--- src/rtl/uart_ovs_rx_pkg.sv ---
package uart_ovs_rx_pkg;

   localparam int unsigned DBITS_MAX = 9;

   typedef enum logic [2:0] {
      OVS_16  = 3'd0,
      OVS_8   = 3'd1,
      OVS_6   = 3'd2,
      OVS_4   = 3'd3,
      OVS_OFF = 3'd4
   } ovs_e;

   typedef enum logic [1:0] {
      PAR_NONE = 2'd0,
      PAR_EVEN = 2'd1,
      PAR_ODD  = 2'd2
   } par_e;

   typedef struct packed {
      logic                 perr;
      logic                 ferr;
      logic [DBITS_MAX-1:0] data;
   } rx_word_t;

   // strobes per bit for a ratio code
   function automatic logic [4:0] ovs_ratio(input logic [2:0] m);
      case (m)
         OVS_8:   return 5'd8;
         OVS_6:   return 5'd6;
         OVS_4:   return 5'd4;
         OVS_OFF: return 5'd1;
         default: return 5'd16;
      endcase
   endfunction

   function automatic logic ovs_can_vote(input logic [2:0] m);
      return (m == OVS_16) || (m == OVS_8) || (m == OVS_6);
   endfunction

endpackage

--- src/rtl/uart_ovs_rx_sync.sv ---
module uart_ovs_rx_sync #(
   parameter int unsigned STAGES = 2
) (
   input  logic clk,
   input  logic rst_n,
   input  logic pin,
   input  logic inv,
   output logic line
);

   logic raw;
   assign raw = pin ^ inv;   // polarity applied ahead of the receiver

   if (STAGES == 0) begin : g_direct
      assign line = raw;
   end else begin : g_chain
      logic [STAGES-1:0] q;
      always_ff @(posedge clk or negedge rst_n) begin
         if (!rst_n) q <= '1;
         else        q <= {q[STAGES-2+1-1:0], raw};
      end
      assign line = q[STAGES-1];
   end

endmodule

--- src/rtl/uart_ovs_rx_frame.sv ---
module uart_ovs_rx_frame
   import uart_ovs_rx_pkg::*;
(
   input  logic                 clk,
   input  logic                 rst_n,
   input  logic                 tick,
   input  logic                 line,
   input  logic [2:0]           ovs,
   input  logic                 vote_en,
   input  logic [1:0]           dbits,
   input  logic [1:0]           par,
   input  logic [DBITS_MAX-1:0] sframe,
   input  logic                 blk_set,
   input  logic                 blk_clr,
   output logic                 push,
   output rx_word_t             word,
   output logic                 blocked
);

   localparam int unsigned PH_W = 5;
   localparam int unsigned BI_W = 4;

   logic [PH_W-1:0]      ratio, mid, eval_ph, ph;
   logic [BI_W-1:0]      ndata, stop_idx, bidx;
   logic                 voting, has_par, odd_par, busy, parbit, done, smp, match;
   logic [1:0]           hist;
   logic [DBITS_MAX-1:0] shreg;

   always_comb begin
      ratio   = ovs_ratio(ovs);
      mid     = ratio >> 1;
      voting  = vote_en && ovs_can_vote(ovs);
      eval_ph = mid + {{(PH_W-1){1'b0}}, voting};
      case (dbits)
         2'd0:    ndata = 4'd7;
         2'd1:    ndata = 4'd8;
         default: ndata = 4'd9;
      endcase
      has_par  = (par == PAR_EVEN) || (par == PAR_ODD);
      odd_par  = (par == PAR_ODD);
      stop_idx = ndata + 4'd1 + {3'd0, has_par};
      // majority of the samples at mid-1, mid and mid+1
      smp = voting ? ((hist[1] & hist[0]) | (hist[1] & line) | (hist[0] & line)) : line;
   end

   always_ff @(posedge clk or negedge rst_n) begin
      if (!rst_n) begin
         busy   <= 1'b0;
         ph     <= '0;
         bidx   <= '0;
         shreg  <= '0;
         parbit <= 1'b0;
         hist   <= 2'b11;
         done   <= 1'b0;
         word   <= '0;
      end else begin
         done <= 1'b0;
         if (tick) begin
            hist <= {hist[0], line};
            if (!busy) begin
               if (!line) begin
                  busy  <= 1'b1;
                  shreg <= '0;
                  if (ratio == 5'd1) begin
                     ph   <= '0;
                     bidx <= 4'd1;
                  end else begin
                     ph   <= 5'd1;
                     bidx <= '0;
                  end
               end
            end else begin
               if (ph == ratio - 5'd1) begin
                  ph   <= '0;
                  bidx <= bidx + 4'd1;
               end else begin
                  ph <= ph + 5'd1;
               end
               if (ph == eval_ph) begin
                  if (bidx == '0) begin
                     if (smp) busy <= 1'b0;          // start glitch
                  end else if (bidx <= ndata) begin
                     shreg[bidx - 4'd1] <= smp;
                  end else if (has_par && (bidx == ndata + 4'd1)) begin
                     parbit <= smp;
                  end
                  if (bidx == stop_idx) begin
                     busy      <= 1'b0;
                     done      <= 1'b1;
                     word.data <= shreg;
                     word.ferr <= !smp;
                     word.perr <= has_par & (^shreg ^ parbit ^ odd_par);
                  end
               end
            end
         end
      end
   end

   assign match = (sframe != '0) && (word.data == sframe);
   assign push  = done && (!blocked || match);

   always_ff @(posedge clk or negedge rst_n) begin
      if (!rst_n)              blocked <= 1'b0;
      else if (blk_set)        blocked <= 1'b1;
      else if (blk_clr)        blocked <= 1'b0;
      else if (done && match)  blocked <= 1'b0;
   end

endmodule

--- src/rtl/uart_ovs_rx_fifo.sv ---
module uart_ovs_rx_fifo #(
   parameter int unsigned DEPTH = 4,
   parameter int unsigned W     = 11
) (
   input  logic                           clk,
   input  logic                           rst_n,
   input  logic                           push,
   input  logic [W-1:0]                   wdata,
   input  logic                           pop,
   input  logic [$clog2(DEPTH)-1:0]       wm,
   output logic [W-1:0]                   rdata,
   output logic [$clog2(DEPTH+1)-1:0]     count,
   output logic                           empty,
   output logic                           level,
   output logic                           uflow
);

   localparam int unsigned AW = $clog2(DEPTH);
   localparam int unsigned CW = $clog2(DEPTH + 1);

   logic [W-1:0]  mem [DEPTH];
   logic [AW-1:0] wptr, rptr;
   logic          wr, rd;

   assign wr    = push && (count != CW'(DEPTH));
   assign rd    = pop && (count != '0);
   assign rdata = mem[rptr];
   assign empty = (count == '0);
   assign level = (count > CW'(wm));

   always_ff @(posedge clk) begin
      if (wr) mem[wptr] <= wdata;
   end

   always_ff @(posedge clk or negedge rst_n) begin
      if (!rst_n) begin
         wptr  <= '0;
         rptr  <= '0;
         count <= '0;
         uflow <= 1'b0;
      end else begin
         if (wr) wptr <= wptr + 1'b1;
         if (rd) rptr <= rptr + 1'b1;
         count <= count + CW'(wr) - CW'(rd);
         uflow <= pop && (count == '0);
      end
   end

endmodule

--- src/rtl/uart_ovs_rx.sv ---
module uart_ovs_rx
   import uart_ovs_rx_pkg::*;
#(
   parameter int unsigned FIFO_DEPTH  = 4,
   parameter int unsigned SYNC_STAGES = 2
) (
   input  logic                            clk,
   input  logic                            rst_n,
   input  logic                            os_tick,
   input  logic                            rx_pin,
   input  logic [2:0]                      cfg_ovs,
   input  logic                            cfg_vote_en,
   input  logic                            cfg_inv,
   input  logic [1:0]                      cfg_dbits,
   input  logic [1:0]                      cfg_par,
   input  logic [DBITS_MAX-1:0]            cfg_sframe,
   input  logic                            blk_set,
   input  logic                            blk_clr,
   input  logic [$clog2(FIFO_DEPTH)-1:0]   cfg_wm,
   input  logic                            rd_en,
   output logic [DBITS_MAX-1:0]            rd_data,
   output logic                            rd_perr,
   output logic                            rd_ferr,
   output logic                            rx_empty,
   output logic [$clog2(FIFO_DEPTH+1)-1:0] rx_count,
   output logic                            rx_level,
   output logic                            rx_uflow,
   output logic                            rx_blocked
);

   localparam int unsigned WORD_W = $bits(rx_word_t);

   if (FIFO_DEPTH < 2 || (FIFO_DEPTH & (FIFO_DEPTH - 1)) != 0) begin : g_bad_depth
      $error("FIFO_DEPTH must be a power of two, at least 2");
   end
   if (SYNC_STAGES > 4) begin : g_bad_sync
      $error("SYNC_STAGES must be 0 to 4");
   end

   logic        line_s, frm_push;
   rx_word_t    frm_word, head;
   logic [WORD_W-1:0] head_bits;

   uart_ovs_rx_sync #(.STAGES(SYNC_STAGES)) u_sync (
      .clk  (clk),
      .rst_n(rst_n),
      .pin  (rx_pin),
      .inv  (cfg_inv),
      .line (line_s)
   );

   uart_ovs_rx_frame u_frame (
      .clk    (clk),
      .rst_n  (rst_n),
      .tick   (os_tick),
      .line   (line_s),
      .ovs    (cfg_ovs),
      .vote_en(cfg_vote_en),
      .dbits  (cfg_dbits),
      .par    (cfg_par),
      .sframe (cfg_sframe),
      .blk_set(blk_set),
      .blk_clr(blk_clr),
      .push   (frm_push),
      .word   (frm_word),
      .blocked(rx_blocked)
   );

   uart_ovs_rx_fifo #(.DEPTH(FIFO_DEPTH), .W(WORD_W)) u_fifo (
      .clk  (clk),
      .rst_n(rst_n),
      .push (frm_push),
      .wdata(frm_word),
      .pop  (rd_en),
      .wm   (cfg_wm),
      .rdata(head_bits),
      .count(rx_count),
      .empty(rx_empty),
      .level(rx_level),
      .uflow(rx_uflow)
   );

   assign head    = rx_word_t'(head_bits);
   assign rd_data = head.data;
   assign rd_perr = head.perr;
   assign rd_ferr = head.ferr;

endmodule

--- config.mk ---
export PLATFORM = sky130hd
export DESIGN_NAME = uart_ovs_rx
export DESIGN_NICKNAME = d
export VERILOG_FILES = /design/src/rtl/uart_ovs_rx_pkg.sv /design/src/rtl/uart_ovs_rx_sync.sv /design/src/rtl/uart_ovs_rx_frame.sv /design/src/rtl/uart_ovs_rx_fifo.sv /design/src/rtl/uart_ovs_rx.sv
export SDC_FILE = /design/constraint.sdc
export NUM_CORES = 1
export LEC_CHECK = 0
export BUFFER_PORTS_ARGS = -buffer_cell sky130_fd_sc_hd__buf_2
export CORE_MARGIN = 2
export CORE_UTILIZATION = 52
export CTS_BUF_LIST = sky130_fd_sc_hd__clkbuf_16
export DETAILED_ROUTE_END_ITERATION = 6
export PLACE_DENSITY = 0.72
export RECOVER_POWER = 25
export SYNTH_ARGS = -nofsm -noshare
export SYNTH_HDL_FRONTEND = slang
export SYNTH_SLANG_ARGS = --single-unit
export TNS_END_PERCENT = 20
--- constraint.sdc ---
create_clock -name clk -period 5.7 [get_ports clk]
set_input_delay 1.14 -clock clk [delete_from_list [all_inputs] [get_ports clk]]
set_output_delay 1.14 -clock clk [all_outputs]
set_load 0.02 [all_outputs]
==> impl_metrics.toml <==
[cts]
clk_path_buf_depth = 2
cts_tree = "built"
postCtsHoldBufs = 0
numCtsBuffers = 9
cts_resized = 0
root_buffer = "clkbuf_16"
postCtsSetupBuffers = 0
clkTransAtPathRegs_ns = 0.07
clkSinkCount = 89
clkLatencyLatePin_ns = 0.34
htree_levels = 3

[place]
post_dp_cell_area_sq_um = 4810
port_buffers = 44
gp_congestion = 0.786
dp.cells = 495
hpwl_um = 6030

[power]
p_leak_nw = 2.23
power.total_mw = 1.94
power_density_nw_per_um2 = 381
ir_worst_vdd_mv = 0.199

[logic_synthesis]
mappedNetlistArea_sq_um = 4500
synthMostInstantiatedCell = "edfxtp_1"
synth_common_cells = "44 x edfxtp_1, 41 x dfrtp_1, 29 x xnor2_1, 26 x inv_1, 25 x ha_1"
synth_top_flop_cell = "edfxtp_1"
yosysWarningCount = 0
synth.avg_cell_area_sq_um = 12.6
yosys.cell_types.count = 50
synth_seq_area_share_pct = 54.5
synth_edf_count = 44
synth_fp_nets = 409
yosysTopAreaCell = "edfxtp_1"
synth_async_sr_flop_share_pct = 50.6
ys_ff_latch = 89
synth_area_leaders = "edfxtp_1 29%, dfrtp_1 23%, ha_1 7.0%"
syn_inst = 356
netlist.area_leader.share_pct = 29.4

[sta]
final.setup.tns_ns = 0
finalHoldViolCount = 0
fmax_mhz = 256
fin_crit_sh_pct = 68.5
max-slew-margin-rel_pct = 33.2
rsz0062_at_grt = "false"
fin_skew_ns = 0.00780
worst_pin_slew_ns = 1.00
period_needed_ns = 3.91
drv_slew = 0
setup_viol = 0

[cells_and_area]
stdcell_count = 511
drive_gt1_share_pct = 24.1
final_nets = 454
fin_util_pct = 61.5
fin_area_sq_um = 5100
antenna_cells = 0
area_delta_synth_final_pct = 13.4
n_fill_cell = 636

[critical_path]
cp.required_ns = 5.93
crit_fanout = 12
endpoint_kind = "flop"
critical_path_class = "primary input to flop"
critPathLaunchType = "primary input"
arrival_ns = 4.13

[global_route]
gr-total-overflow = 0
antenna_found_initial = 0
grt_pass1_vias = 2900
grt_max_degree = 46
grt_usage_pct = 19.2
grt_pass1_wl_um = 14300

[floorplan]
ioPinCount = 45
fp.dieW_um = 97.0
die_y_um = 97.0
rows = 33
start_util_pct = 54.2
core_area_sq_um = 8300
dieArea_sq_um = 9410

[detailed_routing]
num_vias = 2814
via_per_inst = 5.51
finalWirelength_um = 8320
drtAntennaViolNets = 0
dr.pass1.iters = 4
first_iter_violations = 76
wire_per_inst_um = 16.3
route.detailed.drc = 0

[status]
status = "finished, final reports clean"

[hold_path]
hold_path_class = "flop to flop"

[run]
cap_violations = 0
[metrics by stage]
stage	setup slack, ns	hold slack (ns)
after CTS	1.75	0.359
after global placement	1.52	0.346
after floorplan	1.95	0.345
after global routing	1.56	0.365
final	1.79	0.355
after detailed placement	1.40	0.352
[cell type report]
| type | instances | area, sq um | share of cell area [%] |
|---|---|---|---|
| clock buffers | 9 | 225 | 4.42 |
| multi-input cells | 231 | 1910 | 37.4 |
| inverters | 26 | 97.6 | 1.91 |
| repair buffers | 44 | 219 | 4.29 |
| well taps | 105 | 131 | 2.58 |
| flip-flops and latches | 89 | 2450 | 48.1 |
| clock inverters | 7 | 67.6 | 1.32 |
[critical path: stages]
cell,delay [ns]
buf_2,0.13
a211oi_1,0.39
ha_1,0.22
ha_1,0.23
xor2_1,0.16
or4_1,0.67
nor2_1,0.77
mux2_2,0.42
[where the power goes]
part           leakage [nW]  switching [mW]  internal, mW
logic                  1.01           0.252         0.250
clock network         0.142           0.268         0.308
registers              1.08           0.133         0.734
total                  2.23           0.653          1.29
[sequential cells by signal (all words and copies together), names as in the netlist]
register / count
u_frame.parbit: 1
u_fifo.count: 3
u_fifo.rptr: 2
u_fifo.wptr: 2
u_sync.g_chain.q: 2
u_fifo.mem: 44
u_frame.blocked: 1
u_frame.ph: 5
u_frame.busy: 1
u_frame.shreg: 9
u_frame.bidx: 4
u_fifo.uflow: 1
u_frame.hist: 2
u_frame.done: 1
u_frame.word: 11
[layer usage]
| layer | vias to the layer above | GRT usage (%) | share of wire [%] |
|---|---|---|---|
| li1 | 1388 | - | - |
| met5 | - | 0 | 0 |
| met2 | 40 | 31.9 | 50 |
| met4 | 0 | 7.04 | 2.0 |
| met1 | 1372 | 24.6 | 45 |
| met3 | 14 | 4.55 | 3.0 |
[final timing paths]
| check | startpoint | slack, ns | end | depth (start not counted) |
|---|---|---|---|---|
| setup reg to reg | u_frame.word[0]$_DFFE_PN0P_ | 2.86 | u_fifo.mem[2][8]$_DFFE_PP_ | 5 |
| min in group asynchronous | rst_n | 0.97 | u_frame.ph[2]$_DFFE_PN0P_ | 1 |
| hold / removal | u_sync.g_chain.q[0]$_DFF_PN1_ | 0.35 | u_sync.g_chain.q[1]$_DFF_PN1_ | 0 |
| max in group asynchronous | rst_n | 4.11 | u_frame.word[9]$_DFFE_PN0P_ | 1 |
| setup / recovery | cfg_ovs[0] | 1.79 | u_frame.word[2]$_DFFE_PN0P_ | 8 |
| hold reg to reg | u_sync.g_chain.q[0]$_DFF_PN1_ | 0.35 | u_sync.g_chain.q[1]$_DFF_PN1_ | 0 |
[cells in the final DEF, fill, tap and decap left out, types with 2 or more instances in the layout]
master	n
a211o_1	2
a211oi_1	2
a21o_1	2
a21oi_1	10
a22o_1	8
and2_1	6
buf_2	43
clkbuf_16	9
dfrtp_1	41
dfstp_2	4
edfxtp_1	44
ha_1	25
inv_1	26
inv_6	2
inv_8	3
mux2_2	13
mux4_2	11
nand2_1	23
nand2b_1	4
nand3_1	7
nand4_1	4
nor2_1	11
nor2b_1	5
nor3_1	7
nor4_1	4
o21ai_0	23
or2_2	4
or4_1	2
xnor2_1	29
xor2_1	8
[cell families after synthesis]
family	Yosys count	share of synthesized area, %
XOR/XNOR	37	7.21
multiplexers	25	8.99
buffers and inverters	36	3.06
flip-flops	89	54.5
AO/OA/AOI/OAI	60	9.13
adder cells (fa/ha/maj)	26	7.40
AND/OR/NAND/NOR	83	9.68
Note: power is estimated with default switching activity, not from simulation.
